### config.mk
export PLATFORM = sky130hd
export DESIGN_NAME = sdram_initref_seq
export DESIGN_NICKNAME = d
export VERILOG_FILES = /design/src/rtl/sdseq_pkg.sv /design/src/rtl/sdseq_wait_timer.sv /design/src/rtl/sdseq_refresh_timer.sv /design/src/rtl/sdseq_cmd_drive.sv /design/src/rtl/sdram_initref_seq.sv
export SDC_FILE = /design/constraint.sdc
export NUM_CORES = 1
export LEC_CHECK = 0
export ABC_AREA = 1
export BUFFER_PORTS_ARGS = -buffer_cell sky130_fd_sc_hd__buf_2
export CORE_AREA = 4 4 57 59
export CTS_CLUSTER_DIAMETER = 150
export DETAILED_ROUTE_END_ITERATION = 6
export DIE_AREA = 0 0 61 63
export PLACE_DENSITY = 0.66
export SLEW_MARGIN = 30
export SYNTH_ARGS = -nofsm -noshare
export SYNTH_HDL_FRONTEND = slang
export SYNTH_HIERARCHICAL = 1
export SYNTH_SLANG_ARGS = --single-unit
### constraint.sdc
create_clock -name clk -period 4.1 [get_ports clk]
set_clock_uncertainty 0.15 [all_clocks]
set_input_delay 0.82 -clock clk [delete_from_list [all_inputs] [get_ports clk]]
set_output_delay 0.82 -clock clk [all_outputs]
set_load 0.05 [all_outputs]
### src/rtl/sdseq_pkg.sv
package sdseq_pkg;

  typedef enum logic [2:0] {
    CMD_DESEL = 3'd0,
    CMD_PRE   = 3'd1,
    CMD_REF   = 3'd2,
    CMD_MRS   = 3'd3
  } sd_cmd_e;

  typedef enum logic [2:0] {
    ST_START, ST_PRE, ST_WRP, ST_REF, ST_WRC, ST_MRS, ST_WRSC, ST_IDLE
  } seq_state_e;

  // cycles between two refresh requests
  function automatic int unsigned ref_interval(int unsigned period, int unsigned nref);
    return period / nref;
  endfunction

  // a wait of t cycles from a command: one command cycle plus (load+1) wait cycles
  function automatic int unsigned wait_load(int unsigned t);
    return t - 2;
  endfunction

  function automatic int unsigned bits_for(int unsigned v);
    return (v < 2) ? 1 : $clog2(v + 1);
  endfunction

  function automatic int unsigned max2(int unsigned a, int unsigned b);
    return (a > b) ? a : b;
  endfunction

endpackage

### src/rtl/sdseq_wait_timer.sv
module sdseq_wait_timer #(
  parameter int W       = 8,
  parameter int RST_VAL = 0
) (
  input  logic         clk,
  input  logic         rst_n,
  input  logic         load,
  input  logic [W-1:0] load_val,
  output logic         zero_o
);
  logic [W-1:0] cnt_q;

  always_ff @(posedge clk or negedge rst_n) begin
    if (!rst_n)              cnt_q <= W'(RST_VAL);
    else if (load)           cnt_q <= load_val;
    else if (cnt_q != '0)    cnt_q <= cnt_q - 1'b1;
  end

  assign zero_o = (cnt_q == '0);
endmodule

### src/rtl/sdseq_refresh_timer.sv
module sdseq_refresh_timer #(
  parameter int INTERVAL = 64
) (
  input  logic clk,
  input  logic rst_n,
  input  logic enable,
  output logic tick_o
);
  localparam int W = (INTERVAL < 2) ? 1 : $clog2(INTERVAL);
  localparam logic [W-1:0] RELOAD = W'(INTERVAL - 1);

  logic [W-1:0] cnt_q;

  always_ff @(posedge clk or negedge rst_n) begin
    if (!rst_n)              cnt_q <= RELOAD;
    else if (!enable)        cnt_q <= RELOAD;
    else if (cnt_q == '0)    cnt_q <= RELOAD;
    else                     cnt_q <= cnt_q - 1'b1;
  end

  assign tick_o = enable && (cnt_q == '0);
endmodule

### src/rtl/sdseq_cmd_drive.sv
module sdseq_cmd_drive
  import sdseq_pkg::*;
#(
  parameter int              ADDR_W    = 9,
  parameter int              AP_BIT    = 8,
  parameter logic [ADDR_W-1:0] MODE_WORD = '0
) (
  input  seq_state_e        state_i,
  input  logic              bank_i,
  output sd_cmd_e           cmd_o,
  output logic [ADDR_W-1:0] addr_o,
  output logic              bank_o
);
  always_comb begin
    cmd_o  = CMD_DESEL;
    addr_o = '0;
    bank_o = 1'b0;
    unique case (state_i)
      ST_PRE: begin
        cmd_o          = CMD_PRE;
        addr_o[AP_BIT] = 1'b1;
      end
      ST_REF: begin
        cmd_o  = CMD_REF;
        bank_o = bank_i;
      end
      ST_MRS: begin
        cmd_o  = CMD_MRS;
        addr_o = MODE_WORD;
      end
      default: ;
    endcase
  end
endmodule

### src/rtl/sdram_initref_seq.sv
module sdram_initref_seq
  import sdseq_pkg::*;
#(
  parameter int                T_START         = 20,
  parameter int                T_RP            = 3,
  parameter int                T_RC            = 6,
  parameter int                T_RSC           = 2,
  parameter int                N_INIT          = 2,
  parameter int                REF_PERIOD      = 65536,
  parameter int                REFS_PER_PERIOD = 1024,
  parameter int                ADDR_W          = 9,
  parameter int                AP_BIT          = 8,
  parameter logic [ADDR_W-1:0] MODE_WORD       = 9'h032
) (
  input  logic              clk,
  input  logic              rst_n,
  input  logic              refresh_grant,
  output logic              refresh_req,
  output logic              init_done,
  output logic [2:0]        cmd_o,
  output logic [ADDR_W-1:0] addr_o,
  output logic              bank_o
);
  localparam int INTERVAL = ref_interval(REF_PERIOD, REFS_PER_PERIOD);
  localparam int WAIT_MAX = max2(max2(T_START, T_RP), max2(T_RC, T_RSC));
  localparam int WAIT_W   = bits_for(WAIT_MAX);
  localparam int INIT_W   = bits_for(N_INIT);

  localparam logic [WAIT_W-1:0] LD_RP  = WAIT_W'(wait_load(T_RP));
  localparam logic [WAIT_W-1:0] LD_RC  = WAIT_W'(wait_load(T_RC));
  localparam logic [WAIT_W-1:0] LD_RSC = WAIT_W'(wait_load(T_RSC));

  seq_state_e        state_q, state_d;
  logic              wait_zero, wait_load_en;
  logic [WAIT_W-1:0] wait_val;
  logic [INIT_W-1:0] init_refs_q;
  logic              bank_q;
  logic              tick;
  sd_cmd_e           cmd_e;

  // named events for the checker
  logic seq_idle;
  logic grant_accept;
  assign seq_idle     = (state_q == ST_IDLE);
  assign grant_accept = seq_idle && refresh_req && refresh_grant;

  sdseq_wait_timer #(.W(WAIT_W), .RST_VAL(T_START - 1)) u_wait (
    .clk(clk), .rst_n(rst_n), .load(wait_load_en), .load_val(wait_val), .zero_o(wait_zero)
  );

  sdseq_refresh_timer #(.INTERVAL(INTERVAL)) u_rtim (
    .clk(clk), .rst_n(rst_n), .enable(init_done), .tick_o(tick)
  );

  sdseq_cmd_drive #(.ADDR_W(ADDR_W), .AP_BIT(AP_BIT), .MODE_WORD(MODE_WORD)) u_drv (
    .state_i(state_q), .bank_i(bank_q), .cmd_o(cmd_e), .addr_o(addr_o), .bank_o(bank_o)
  );

  assign cmd_o = cmd_e;

  always_comb begin
    wait_load_en = 1'b0;
    wait_val     = '0;
    unique case (state_q)
      ST_PRE:  begin wait_load_en = 1'b1; wait_val = LD_RP;  end
      ST_REF:  begin wait_load_en = 1'b1; wait_val = LD_RC;  end
      ST_MRS:  begin wait_load_en = 1'b1; wait_val = LD_RSC; end
      default: ;
    endcase
  end

  always_comb begin
    state_d = state_q;
    unique case (state_q)
      ST_START: if (wait_zero) state_d = ST_PRE;
      ST_PRE:   state_d = ST_WRP;
      ST_WRP:   if (wait_zero) state_d = ST_REF;
      ST_REF:   state_d = ST_WRC;
      ST_WRC: begin
        if (wait_zero) begin
          if (init_done)                          state_d = ST_IDLE;
          else if (init_refs_q == INIT_W'(N_INIT)) state_d = ST_MRS;
          else                                    state_d = ST_REF;
        end
      end
      ST_MRS:   state_d = ST_WRSC;
      ST_WRSC:  if (wait_zero) state_d = ST_IDLE;
      ST_IDLE:  if (grant_accept) state_d = ST_PRE;
      default:  state_d = ST_START;
    endcase
  end

  always_ff @(posedge clk or negedge rst_n) begin
    if (!rst_n) begin
      state_q     <= ST_START;
      init_refs_q <= '0;
      bank_q      <= 1'b0;
      init_done   <= 1'b0;
      refresh_req <= 1'b0;
    end else begin
      state_q <= state_d;
      if (state_q == ST_REF) begin
        bank_q <= ~bank_q;
        if (!init_done) init_refs_q <= init_refs_q + 1'b1;
      end
      if (state_q == ST_WRSC && wait_zero) init_done <= 1'b1;
      refresh_req <= tick || (refresh_req && !grant_accept);
    end
  end
endmodule

==> metrics.yaml <==
finish:
  n_antenna_cell: 0
  multi_input_comb_area_um2: 562
  fillers: 272
  regArea_um2: 487
  nets: 173
  stdcell_area_um2: 1260
  final_common_cell: "nand2_1"
  syn_to_final_growth_pct: 6.79
  fin_cells: 196
  layout_common_cells: "nand2_1, inv_1, buf_2"
  drive_gt1_share_pct: 24.8
cts:
  cts_hold_buf: 0
  clk_latency_ns: 0.30
  ctsLongestPathBuffers: 2
  clkTransAtPathRegs_ns: 0.12
  cts_tree: "yes"
  htreeDepth: 1
  cts_root_buffer: "clkbuf_4"
  post-cts-setup-buffers: 0
  cts_resized: 0
  cts.sinks: 19
  cts_made_buffers: 3
power:
  p_comb_share_pct: 46.5
  intPower_uw: 412
  p_leak_uw: 0.000682
  p_seq_share_pct: 41.0
  swShare_pct: 46.6
  power.density_nw_per_um2: 612
  peakVddDrop_mv: 0.421
  switchingPower_uw: 359
  p_clk_share_pct: 12.5
worst_setup_path:
  slowest_stage: "dfrtp_1"
  crit_family: "flip-flops"
  cp.required_ns: 3.13
  start_kind: "flop"
  cp_max_fo: 11
  crit_type: "reg -> out"
  setup.worst_path.start: "state_q[2]"
  cp_num_buf_inv: 2
  crit_path_cell_trace: "nand3_1, inv_1, buf_2"
  rr_startpoint: "state_q[0]"
  reg2reg_depth: 6
  r2r_slack_ns: 2.27
  end_kind: "output pin"
  slowest_delay_ns: 0.59
  critPathArrivalTime_ns: 1.40
  crit_cells: 3
sta:
  max_slew_margin_pct: 56.6
  tns_ns: 0
  max_freq_mhz: 421
  final_hold_viol_count: 0
  hold_ws_ns: 0.287
  fin_ws_ns: 1.73
  maxSlewViolCount: 0
  fin_crit_sh_pct: 57.9
  worst_slew_pin_slew_ns: 0.650
  period_needed_ns: 2.37
  finalSetupViolCount: 0
  rsz0062_at_grt: "no"
route:
  first_pass_iters: 4
  dr_total_vias: 914
  drt-wirelength-per-cell_um: 10.7
  ant_nets: 0
  route.detailed.drc: 0
  drt-total-wl_um: 2100
  drtIter0Drc: 40
  detail_route.vias_per_cell: 4.66
place:
  hpwl_um: 1620
  pre_cts_ws_ns: 2.08
  numPortBuffers: 11
  gp_congestion: 0.869
  placed_area_um2: 1230
  dp_cells: 192
logic_synthesis:
  synth_top_cell_by_area: "dfrtp_1"
  syn_area_per_cell_um2: 7.76
  ys_ff_latch: 19
  synthTopCellsByArea: "dfrtp_1, dfstp_2, nand2_1"
  ys_seq_area_share_pct: 41.3
  syn_inst: 152
  yosysUniqueCellTypes: 26
  syn-cell-area_um2: 1180
  yosysWarnings: 6
  yosysTopAreaCellShare_pct: 21.2
floorplanning:
  die_h_um: 63
  rows: 19
  die_w_um: 61
  initial_core_util_pct: 43.5
  core_um2: 2710
  fp.dieArea_um2: 3840
  io_pins: 18
grt:
  grt_pass1_wl_um: 3850
  grt_pass1_vias: 940
  grtUsageTotal_pct: 12.9
  antenna_found_initial: 0
  grt_max_degree: 20
  grt-ovfl-total: 0
worst_hold_path:
  hold_class: "in -> async"
job:
  max-cap-violations: 0
outcome:
  outcome: "completed"
[synthesized netlist by cell type]
cell type and n:
dfstp_2 9, nand3_1 6, nor2_4 2, nand4_1 3, nor3_1 1, nor2_1 9
ha_1 4, xnor2_1 2, nand3_2 3, nand2_1 44, nand2_2 4, dfrtp_1 10
buf_4 9, o21ai_0 3, nand4_2 1, nor2_2 3, a21boi_0 1, xor2_1 2
o21ai_1 5, a21oi_1 1, conb_1 2, o21bai_1 1, or2_2 1, inv_1 21
nand3b_1 2, inv_2 3
[cell type report]
class,instances,share of cell area (%)
clock buffer,3,1.79
inverter,24,7.15
sequential,19,38.6
clock inverter,1,0.397
multi-input combinational,107,44.6
tap,31,3.08
timing repair buffer,11,4.37
[power by group through the flow]
stage	logic [µW]	registers, µW	clock network [µW]
floorplan	295	317	0
global placement	351	315	0
detailed placement	360	319	0
CTS	362	315	102
global route	417	327	110
finish	358	316	96.1
[worst paths after layout]
path                                   end
max                              addr_o[5]
min                         init_refs_q[1]
max reg2reg                u_wait/cnt_q[1]
min reg2reg                u_rtim/cnt_q[0]
max in group asynchronous  u_rtim/cnt_q[1]
min in group clk           u_rtim/cnt_q[0]
[metal layers]
metal	up-vias	track usage [%]	share of wire [%]
met5	-	0	0
met4	0	5.69	1.2
met3	4	1.86	3.2
met2	10	22.1	50
met1	419	15.5	46
li1	481	-	-
[worst reg2reg max path, stage by stage, from the launching register on]
cell,delay (ns)
dfrtp_1,0.52
inv_1,0.15
a21oi_1,0.54
inv_2,0.12
nand4_2,0.15
nand2_1,0.06
o21ai_1,0.08
[kinds of logic after synthesis]
family / share of synthesized area, %
AND/OR/NAND/NOR: 32.4
XOR/XNOR: 2.97
AO/OA/AOI/OAI: 5.09
adder cells (fa/ha/maj): 4.24
buffers and inverters: 13.4
flip-flops: 41.3
other: 0.637
[registers in the layout (all words and copies together), names as in the netlist]
signal        count
u_rtim/cnt_q      6
u_wait/cnt_q      5
bank_q            1
state_q           3
init_done         1
init_refs_q       2
refresh_req       1
[per-stage QoR]
step	total power [µW]	utilization, %
after floorplan	612	-
after global placement	666	45.5
after detailed placement	679	45.5
after CTS	780	46.5
after global routing	854	46.5
final	770	46.5
Power figures use the tool's default switching activity.
